===== src/rtl/lcd_pkg.sv =====
package lcd_pkg;
  localparam int COM_IDX_W = 4;
  localparam int CODE_W    = 3;

  typedef enum logic [CODE_W-1:0] {
    LV_VDD  = 3'd0,
    LV_V1   = 3'd1,
    LV_V2   = 3'd2,
    LV_V3   = 3'd3,
    LV_VLCD = 3'd4,
    LV_GND  = 3'd5
  } lvl_t;

  typedef enum logic [1:0] {
    SEL_CTRL = 2'd0,
    SEL_ADDR = 2'd1,
    SEL_DATA = 2'd2
  } regSel_t;

  typedef struct packed {
    logic                 ramWe;
    logic [6:0]           ramAddr;
    logic [7:0]           ramData;
    logic [COM_IDX_W-1:0] comIdx;
    logic                 pol;
    logic                 duty16;
    logic                 active;
    logic                 blank;
    logic                 scanPulse;
  } scanCtl_t;
endpackage


===== src/rtl/lcdScanCtrl.sv =====
module lcdScanCtrl
  import lcd_pkg::*;
#(
  parameter int NCOM       = 16,
  parameter int NSEG       = 60,
  parameter int SLOT_TICKS = 4
) (
  input  logic       clk,
  input  logic       rstN,
  input  logic       tick,
  input  logic       regWrEn,
  input  logic [1:0] regSel,
  input  logic [7:0] regWrData,
  output scanCtl_t   st,
  output logic [7:0] ctrlByte,
  output logic [6:0] addrByte,
  output logic       rdOpen
);
  localparam int RAMD = NSEG * 2;
  localparam int TW   = (SLOT_TICKS > 1) ? $clog2(SLOT_TICKS) : 1;

  logic [1:0]           dispState;
  logic                 duty16, keyScan, pol;
  logic [6:0]           addrReg;
  logic [TW-1:0]        tickCnt;
  logic [COM_IDX_W-1:0] comIdx, lastCom;
  logic                 active;

  assign active  = dispState[0];
  assign lastCom = duty16 ? COM_IDX_W'(NCOM - 1) : COM_IDX_W'(NCOM / 2 - 1);

  always_ff @(posedge clk or negedge rstN) begin
    if (!rstN) begin
      dispState <= 2'b00;
      duty16    <= 1'b0;
      keyScan   <= 1'b0;
      addrReg   <= '0;
    end else if (regWrEn) begin
      case (regSel)
        SEL_CTRL: begin
          dispState <= regWrData[2:1];
          keyScan   <= regWrData[3];
          if (dispState == 2'b00) duty16 <= regWrData[0];
        end
        SEL_ADDR: addrReg <= regWrData[6:0];
        default: ;
      endcase
    end
  end

  always_ff @(posedge clk or negedge rstN) begin
    if (!rstN) begin
      tickCnt <= '0;
      comIdx  <= '0;
      pol     <= 1'b0;
    end else if (!active) begin
      tickCnt <= '0;
      comIdx  <= '0;
      pol     <= 1'b0;
    end else if (tick) begin
      if (tickCnt == TW'(SLOT_TICKS - 1)) begin
        tickCnt <= '0;
        if (comIdx == lastCom) begin
          comIdx <= '0;
          pol    <= ~pol;
        end else begin
          comIdx <= comIdx + 1'b1;
        end
      end else begin
        tickCnt <= tickCnt + 1'b1;
      end
    end
  end

  always_comb begin
    st.ramWe     = regWrEn && (regSel == SEL_DATA) && (int'(addrReg) < RAMD);
    st.ramAddr   = addrReg;
    st.ramData   = regWrData;
    st.comIdx    = comIdx;
    st.pol       = pol;
    st.duty16    = duty16;
    st.active    = active;
    st.blank     = (dispState == 2'b01);
    st.scanPulse = active && keyScan && (tickCnt == '0);
  end

  assign ctrlByte = {4'b0, keyScan, dispState, duty16};
  assign addrByte = {1'b0, addrReg};
  assign rdOpen   = (dispState == 2'b00);


  duty_lock_chk: assert property (@(posedge clk) disable iff (!rstN)
    (dispState != 2'b00) |=> $stable(duty16));

  com_range_chk: assert property (@(posedge clk) disable iff (!rstN)
    comIdx <= lastCom);

  pol_at_wrap_chk: assert property (@(posedge clk) disable iff (!rstN)
    !$stable(pol) |-> (comIdx == '0));

  off_hold_chk: assert property (@(posedge clk) disable iff (!rstN)
    !active |=> (comIdx == '0 && tickCnt == '0 && !pol));
endmodule


===== src/rtl/lcdScanDatapath.sv =====
module lcdScanDatapath
  import lcd_pkg::*;
#(
  parameter int NCOM = 16,
  parameter int NSEG = 60
) (
  input  logic                   clk,
  input  logic                   rstN,
  input  scanCtl_t               st,
  output logic [7:0]             ramRdData,
  output logic [NCOM*CODE_W-1:0] comCode,
  output logic [NSEG*CODE_W-1:0] segCode
);
  localparam int RAMD = NSEG * 2;

  logic [7:0] ram [RAMD];

  always_ff @(posedge clk or negedge rstN) begin
    if (!rstN) begin
      for (int i = 0; i < RAMD; i++) ram[i] <= '0;
    end else if (st.ramWe) begin
      ram[st.ramAddr] <= st.ramData;
    end
  end

  assign ramRdData = (int'(st.ramAddr) < RAMD) ? ram[st.ramAddr] : 8'h00;

  for (genvar c = 0; c < NCOM; c++) begin : g_com
    always_comb begin
      if (!st.active)                               comCode[c*CODE_W +: CODE_W] = LV_VDD;
      else if (st.scanPulse)                        comCode[c*CODE_W +: CODE_W] = LV_GND;
      else if (!st.duty16 && c >= NCOM / 2)         comCode[c*CODE_W +: CODE_W] = LV_VDD;
      else if (st.comIdx == COM_IDX_W'(c))          comCode[c*CODE_W +: CODE_W] = st.pol ? LV_VDD : LV_VLCD;
      else                                          comCode[c*CODE_W +: CODE_W] = st.pol ? LV_V3 : LV_V1;
    end
  end

  for (genvar s = 0; s < NSEG; s++) begin : g_seg
    logic [7:0] rowByte;
    logic       pixOn;
    assign rowByte = st.comIdx[3] ? ram[2*s+1] : ram[2*s];
    assign pixOn   = rowByte[st.comIdx[2:0]] && !st.blank;
    always_comb begin
      if (!st.active)        segCode[s*CODE_W +: CODE_W] = LV_VDD;
      else if (st.scanPulse) segCode[s*CODE_W +: CODE_W] = LV_GND;
      else if (pixOn)        segCode[s*CODE_W +: CODE_W] = st.pol ? LV_VLCD : LV_VDD;
      else                   segCode[s*CODE_W +: CODE_W] = LV_V2;
    end
  end


  short_duty_idle_chk: assert property (@(posedge clk) disable iff (!rstN)
    (!st.duty16 && !st.scanPulse) |-> (comCode[NCOM*CODE_W-1 : (NCOM/2)*CODE_W] == '0));

  scan_pulse_chk: assert property (@(posedge clk) disable iff (!rstN)
    st.scanPulse |-> (comCode[CODE_W-1:0] == LV_GND && segCode[CODE_W-1:0] == LV_GND));

  off_level_chk: assert property (@(posedge clk) disable iff (!rstN)
    !st.active |-> (comCode == '0 && segCode == '0));
endmodule


===== src/rtl/lcdScanSeq.sv =====
module lcdScanSeq
  import lcd_pkg::*;
#(
  parameter int NCOM       = 16,
  parameter int NSEG       = 60,
  parameter int SLOT_TICKS = 4
) (
  input  logic                   clk,
  input  logic                   rstN,
  input  logic                   tick,
  input  logic                   regWrEn,
  input  logic [1:0]             regSel,
  input  logic [7:0]             regWrData,
  output logic [7:0]             regRdData,
  output logic [NCOM*CODE_W-1:0] comCode,
  output logic [NSEG*CODE_W-1:0] segCode
);
  scanCtl_t   st;
  logic [7:0] ctrlByte, ramRdData;
  logic [6:0] addrByte;
  logic       rdOpen;

  lcdScanCtrl #(.NCOM(NCOM), .NSEG(NSEG), .SLOT_TICKS(SLOT_TICKS)) u_ctrl (
    .clk(clk), .rstN(rstN), .tick(tick), .regWrEn(regWrEn), .regSel(regSel),
    .regWrData(regWrData), .st(st), .ctrlByte(ctrlByte), .addrByte(addrByte),
    .rdOpen(rdOpen)
  );

  lcdScanDatapath #(.NCOM(NCOM), .NSEG(NSEG)) u_dp (
    .clk(clk), .rstN(rstN), .st(st), .ramRdData(ramRdData),
    .comCode(comCode), .segCode(segCode)
  );

  always_comb begin
    case (regSel)
      SEL_CTRL: regRdData = ctrlByte;
      SEL_ADDR: regRdData = {1'b0, addrByte[6:0]};
      SEL_DATA: regRdData = rdOpen ? ramRdData : 8'h00;
      default:  regRdData = 8'h00;
    endcase
  end
endmodule


===== config.mk =====
export PLATFORM = sky130hd
export DESIGN_NAME = lcdScanSeq
export DESIGN_NICKNAME = d
export VERILOG_FILES = /design/src/rtl/lcd_pkg.sv /design/src/rtl/lcdScanCtrl.sv /design/src/rtl/lcdScanDatapath.sv /design/src/rtl/lcdScanSeq.sv
export SDC_FILE = /design/constraint.sdc
export NUM_CORES = 2
export LEC_CHECK = 0
export BUFFER_PORTS_ARGS = -buffer_cell sky130_fd_sc_hd__buf_4
export CORE_ASPECT_RATIO = 0.75
export CORE_UTILIZATION = 50
export CTS_CLUSTER_SIZE = 25
export DETAILED_ROUTE_END_ITERATION = 8
export PLACE_DENSITY = 0.67
export SLEW_MARGIN = 20
export SYNTH_ARGS = -nofsm -noshare
export SYNTH_HDL_FRONTEND = slang
export SYNTH_SLANG_ARGS = --single-unit

===== constraint.sdc =====
create_clock -name clk -period 3.6 [get_ports clk]
set_input_delay 0.18 -clock clk [delete_from_list [all_inputs] [get_ports clk]]
set_output_delay 0.18 -clock clk [all_outputs]
set_load 0.02 [all_outputs]

## After elaboration in Yosys (flattened, before gate mapping)

Cells that the tools add are included.

| cells by class | value |
|---|---|
| add/subtract/negate cells | 2 |
| $mul | 0 |
| div/mod/pow operators | 0 |
| magnitude comparators | 4 |
| equality and inequality tests | 23 |
| shift operators | 0 |
| mux-type cells | 440 |
| bitwise gates (word level) | 2 |
| reductions and logical operators | 75 |

Operator list:

| cell | number |
|---|---|
| bitwise mux 960 bit | 1 |
| 2-to-1 mux 3 bit | 238 |
| 2-to-1 mux 8 bit | 65 |
| binary-select mux 1 bit (select 3 bit) | 60 |
| logical AND 1 bit | 65 |
| 2-to-1 mux 1 bit | 64 |
| binary-select mux 8 bit (select 7 bit) | 1 |
| demux 8 bit (select 7 bit) | 1 |
| equality test 4 bit, second input constant | 8 |
| one-hot mux 8 bit (3 select lines) | 1 |
| 2-to-1 mux 4 bit | 5 |
| equality test 4 x 3 -> 1 bit, second input constant | 4 |
| equality test 4 x 2 -> 1 bit, second input constant | 2 |
| >= comparator 8 bit, second input constant | 1 |
| less-than comparator 8 x 1 -> 1 bit, second input constant | 1 |
| 2-to-1 mux 2 bit | 4 |
| inverter 7 -> 8 bit | 1 |
| less-than comparator 7 bit, second input constant | 1 |
| zero test 2 bit | 3 |
| inequality test 2 bit, second input constant | 3 |
| AND reduction 2 bit | 3 |
| AND reduction 3 bit | 2 |
| adder 4 x 1 -> 4 bit, second input constant | 1 |
| equality test 2 x 1 -> 1 bit, second input constant | 2 |
| other kinds (8) | 9 |

| word-level totals | value |
|---|---|
| bits in registers | 978 |
| bits in latches | 0 |
| bits in writable memories | 0 |
| ROM bits | 0 |
| input port bits | 14 |
| output and inout bits | 236 |
| word-level logic and storage cells | 673 |
| memories kept | 0 |

## Depth between registers and ports, before layout

| depth | value |
|---|---|
| word-level depth | 7 |
| mapped depth | 11 |
| mapped depth without buffers | 6 |

## Cells and area by module

From an unflattened synthesis, not the netlist that was laid out.

| unflattened totals | value |
|---|---|
| cell total of the unflattened synthesis | 3,819 |
| area, all modules | 54,946.4 um^2 |

Modules (own cells, without submodules):

| module | instances | cells each | area each (um^2) | seq. area each (um^2) |
|---|---|---|---|---|
| lcdScanDatapath | 1 | 3,702 | 53,669.0 | 24,023.0 |
| lcdScanCtrl | 1 | 96 | 1,047.3 | 450.4 |
| lcdScanSeq | 1 | 21 | 230.2 | 0.0 |

## Least setup slack after synthesis

OpenSTA, ideal clock, no wires.

| timing path | value |
|---|---|
| path kind | reg2out |
| start point | register u_ctrl.tickCnt[0] |
| end point | output segCode[102] |
| arrival time | 3,091 ps |
| required time | 3,420 ps |
| setup slack | 329 ps |
| stages on the path, launching flop included | 9 |
| path buffers | 3 |
| cell sequence | dfrtp_1 inv_1 ha_1 and2_1 clkbuf_1 nand2_1 clkinv_1 clkbuf_1 buf_4 |

| between the ends | value |
|---|---|
| word-level cells in the longest chain between the ends | 4 |

RTL lines:

| what | RTL line | RTL |
|---|---|---|
| start, declared | lcdScanCtrl.sv:25 | `logic [TW-1:0] tickCnt;` |
| start signal, assigned | lcdScanCtrl.sv:70 | `tickCnt <= tickCnt + 1'b1;` |
| zero test 2 bit | lcdScanCtrl.sv:84 | `st.scanPulse = active && keyScan && (tickCnt == '0);` |
| logical AND 1 bit | lcdScanCtrl.sv:84 |  |
| 2-to-1 mux 3 bit | lcdScanDatapath.sv:45 | `else if (st.scanPulse) segCode[s*CODE_W +: CODE_W] = LV_GND;` |
| 2-to-1 mux 3 bit | lcdScanDatapath.sv:44 | `if (!st.active) segCode[s*CODE_W +: CODE_W] = LV_VDD;` |
| end, declared | lcdScanSeq.sv:16 | `output logic [NSEG*CODE_W-1:0] segCode` |

Every way passes these cells.

## Final worst setup path

| timing path | value |
|---|---|
| start point | register u_ctrl.addrReg[1] (netlist: u_ctrl.addrByte[1]) |
| end point | output regRdData[7] |

| between the ends | value |
|---|---|
| word-level cells in the longest chain between the ends | 7 |
| elaborated cells between the ends (all ways) | 8 |
| those cells by class | order compare (1); mux (6); bitwise (1) |

RTL lines:

| what | RTL line | RTL |
|---|---|---|
| start, declared | lcdScanCtrl.sv:24 | `logic [6:0] addrReg;` |
| start signal, assigned | lcdScanCtrl.sv:45 | `SEL_ADDR: addrReg <= regWrData[6:0];` |
| inverter 7 -> 8 bit (implied by the code) | lcdScanDatapath.sv:26 | `assign ramRdData = (int'(st.ramAddr) < RAMD) ? ram[st.ramAddr] : 8'h00;` |
| binary-select mux 8 bit (select 7 bit) | lcdScanDatapath.sv:26 |  |
| 2-to-1 mux 8 bit (implied by the code) (2 in a row) | lcdScanDatapath.sv:26 |  |
| 2-to-1 mux 8 bit * | lcdScanDatapath.sv:26 |  |
| 2-to-1 mux 8 bit * | lcdScanSeq.sv:38 | `SEL_DATA: regRdData = rdOpen ? ramRdData : 8'h00;` |
| one-hot mux 8 bit (3 select lines) * | lcdScanSeq.sv:35 | `case (regSel)` |
| end, declared | lcdScanSeq.sv:14 | `output logic [7:0] regRdData,` |

Every way passes the cells marked *; elsewhere a longest branch is shown, timed or not. The select of a mux whose other input is x is not followed.

==> flow_metrics.tcl <==
set metrics [dict create \
    fin_crit_ns 3.93 \
    start_kind "flip-flop" \
    totalWireLength_um 196000 \
    synth-seq-cells 978 \
    cts_buffers 99 \
    crit_required_ns 3.42 \
    cp-endpoint "regRdData[7]" \
    final_cell_utilization_of_the_core_pct 58.8 \
    cp_cell_sequence "buf_12, buf_12, inv_12, buf_4, buf_4, a22oi_2, o211ai_1, nand3_1, nand4_1, o41a_1, buf_6" \
    timing.clock.skew_ns 0.0387 \
    syn-instance-count 3894 \
    synth_top_cells_by_area "sky130_fd_sc_hd__dfrtp_1, sky130_fd_sc_hd__mux2_2, sky130_fd_sc_hd__mux4_2" \
    ys.flop_type "sky130_fd_sc_hd__dfrtp_1" \
    violated_checks "setup timing" \
    synthArstFlopShare_pct 100 \
    final_min_period_over_clock_period_pct 109 \
    rsz_0062_raised_after_global_routing "true" \
    synth_fp_nets 3914 \
    grt_first_pass_wirelength_um 283000 \
    avgSynthCellArea_um2 14.2 \
    synth.cell_area_um2 55200 \
    worstRegToRegCells 7 \
    dp.final_hpwl_um 132000 \
    floorplan.core_area_um2 109000 \
    post_synth_top_area_share_pct 44.3 \
    grt_start_max_net_pins 161 \
    grt_pass1_vias 38300 \
    gr_ovfl_total 0 \
    synth-edff-count 0 \
    cellPowerDensity_nw_per_um2 532 \
    final_antenna_net_count 0 \
    final_worst_setup_slack_ns -0.327 \
    timing.rr.start "u_ctrl.addrByte[3]" \
    boundary_pin_count 250 \
    timing.final.setup_violations 7 \
    clk_path_buf_depth 3 \
    tritoncts "built" \
    synth-seq-area-share_pct 44.3 \
    core.rowCount 105 \
    cts-htree-levels 3 \
    critPathMaxStageDelay_ns 0.55 \
    global_route.usage.total_pct 35.0 \
    critPathSlowestCell "sky130_fd_sc_hd__dfrtp_4" \
    dieArea_um2 112000 \
    die_h_um 290 \
    yosysWarningCount 0 \
    timing.critical_path.fanout_max 20 \
    run_status "finished with violations" \
    yosysTopAreaCell "sky130_fd_sc_hd__dfrtp_1" \
    vias_per_cell 7.05 \
    tightestPinTransition_ns 1.10 \
    dr_total_vias 39800 \
    gpl.final_weighted_congestion 0.999 \
    arrival_ns 3.75 \
    area_growth_syn_to_layout_pct 16.6 \
    dr_iter_0_viols 5013 \
    drc_errors 0 \
    crit_type "flip-flop to output pin" \
    average_routed_wire_per_standard_cell_um 34.7 \
    clock-root-buffer "sky130_fd_sc_hd__clkbuf_16" \
    layout.nets 4134 \
    share_of_final_layout_standard_cells_stronger_than_drive_strength_1_pct 55.8 \
    finalHoldWorstSlack_ns 0.113 \
    clock_insertion_delay_worst_skew_ns 0.74 \
    cp-end-kind "output pin" \
    max_cap_violations 0 \
    clk_pin_slew_ns 0.07 \
    hold_path_class "input pin to flip-flop" \
    peakVddDrop_mv 0.439 \
    die_width_um 386 \
    detail_route.first_pass.iterations 6 \
    reg2reg_to "u_dp.ram[135]" \
    slew_violations 0 \
    finalSetupTns_ns -1.49 \
    slew_headroom_pct 26.4 \
    finalHoldViolations 0 \
    maxClockFrequency_mhz 255 \
    crit_start "u_ctrl.addrByte[1]" \
    grt_antenna_before_repair 4 \
    synth_cell_type_count 87 \
    rrSetupSlack_ns 0.31 \
    clkSinkCount 978 \
    p_leak_uw 0.0298 \
    start_util_pct 50.4 \
    place.port_buffers 249 \
]
==> per-layer routing <==
metal  vias to the layer above  GRT usage, %  wire length, um
met4                         6          12.1             7290
met2                      2490          47.2            80900
li1                      15600             -                -
met5                         -             0               46
met1                     21300          52.3            82500
met3                       421          12.0            25000
==> final cells by class <==
type / instances / area, um^2
Antenna cell: 1 / 2.50
Clock inverter: 45 / 702
Sequential cell: 978 / 24500
Tap cell: 1444 / 1810
Inverter: 10 / 62.6
Multi-Input combinational cell: 2475 / 29100
Clock buffer: 139 / 2870
Fill cell: 8586 / 45100
Timing Repair Buffer: 550 / 5270
==> flip-flops by register name, indices dropped and copies added (netlist names) <==
signal            cells
u_ctrl.dispState      2
u_ctrl.comIdx         4
u_ctrl.keyScan        1
u_ctrl.tickCnt        2
u_dp.ram            960
u_ctrl.duty16         1
u_ctrl.pol            1
u_ctrl.addrByte       7
==> cell families after synthesis <==
kind of cell	after synthesis	synth area share, %
mux	1501	39.5
flops	978	44.3
compound gates	492	6.45
simple gates	471	5.27
buf+inv	443	4.23
fa+ha+maj	6	0.136
xor+xnor	3	0.0476
==> report_power, final <==
part / switching, uW / leakage (uW) / internal [uW]
logic: 5880 / 0.0145 / 4150
clock network: 4720 / 0.00175 / 6790
registers: 922 / 0.0135 / 11800
==> layout by cell type, fill, tap and decap left out, types with 39 or more instances in the layout <==
cell	count
sky130_fd_sc_hd__dfrtp_1	965
sky130_fd_sc_hd__mux2_2	956
sky130_fd_sc_hd__buf_4	449
sky130_fd_sc_hd__mux4_2	443
sky130_fd_sc_hd__nand2_1	135
sky130_fd_sc_hd__a21oi_1	116
sky130_fd_sc_hd__clkbuf_16	105
sky130_fd_sc_hd__a221oi_1	61
sky130_fd_sc_hd__a41o_1	60
sky130_fd_sc_hd__nor2_1	57
sky130_fd_sc_hd__buf_12	57
sky130_fd_sc_hd__mux2_1	48
sky130_fd_sc_hd__mux2i_1	46
sky130_fd_sc_hd__o21ai_0	39
==> worst max-delay path: cells and delay by family, from the launching register on <==
| kind | cells | cell delay (ns) |
|---|---|---|
| and+or+nand+nor | 2 | 0.45 |
| DFF | 1 | 0.55 |
| AOI/OAI and AO/OA | 3 | 0.99 |
| buffers and inverters | 6 | 1.00 |
==> how the worst min path moves through the flow <==
stage | startpoint | end | depth (start not counted)
after floorplan | rstN | u_ctrl.addrByte[0] | 0
after global placement | rstN | u_ctrl.comIdx[2] | 1
after detailed placement | rstN | u_ctrl.comIdx[2] | 1
after CTS | regSel[1] | u_ctrl.dispState[1] | 3
after global routing | regSel[1] | u_ctrl.dispState[1] | 3
final | regSel[1] | u_ctrl.dispState[1] | 3
==> timing repair <==
action / CTS / global route
hold endpoints to repair: 627 / 0
setup buffers: 37 / 28
resized for setup: 109 / 93
gates cloned: 6 / 5
pin swaps: 20 / 27
endpoints found under the setup margin: 75 / 8
hold buffers: 3 / 0
==> metrics by stage <==
step	total power (uW)	instance area [um^2]	cells	worst slack, ns
floorplan	18000	55200	3894	0.329
global placement	21700	59100	5381	0.0320
detailed placement	21800	59100	5381	-0.00431
CTS	33700	63600	5611	-0.233
global route	35100	64300	5641	-0.263
finish	34200	64300	5642	-0.327
==> Yosys cell counts (15+ instances only) <==
library cell                 n
sky130_fd_sc_hd__a21oi_1   119
sky130_fd_sc_hd__a221oi_1   68
sky130_fd_sc_hd__a22oi_1    39
sky130_fd_sc_hd__a31oi_1    15
sky130_fd_sc_hd__a41o_1     60
sky130_fd_sc_hd__buf_1      21
sky130_fd_sc_hd__buf_2      77
sky130_fd_sc_hd__buf_4      85
sky130_fd_sc_hd__buf_6      29
sky130_fd_sc_hd__clkbuf_1  218
sky130_fd_sc_hd__dfrtp_1   978
sky130_fd_sc_hd__mux2_1     48
sky130_fd_sc_hd__mux2_2    957
sky130_fd_sc_hd__mux2i_1    53
sky130_fd_sc_hd__mux4_2    443
sky130_fd_sc_hd__nand2_1   136
sky130_fd_sc_hd__nand2_4    20
sky130_fd_sc_hd__nand3_1    20
sky130_fd_sc_hd__nor2_1     62
sky130_fd_sc_hd__nor2_2     27
sky130_fd_sc_hd__nor2_4     31
sky130_fd_sc_hd__nor2b_1    34
sky130_fd_sc_hd__nor3_1     26
sky130_fd_sc_hd__o21ai_0    58
sky130_fd_sc_hd__o22ai_1    30
Note: power is estimated with default switching activity, not from simulation.
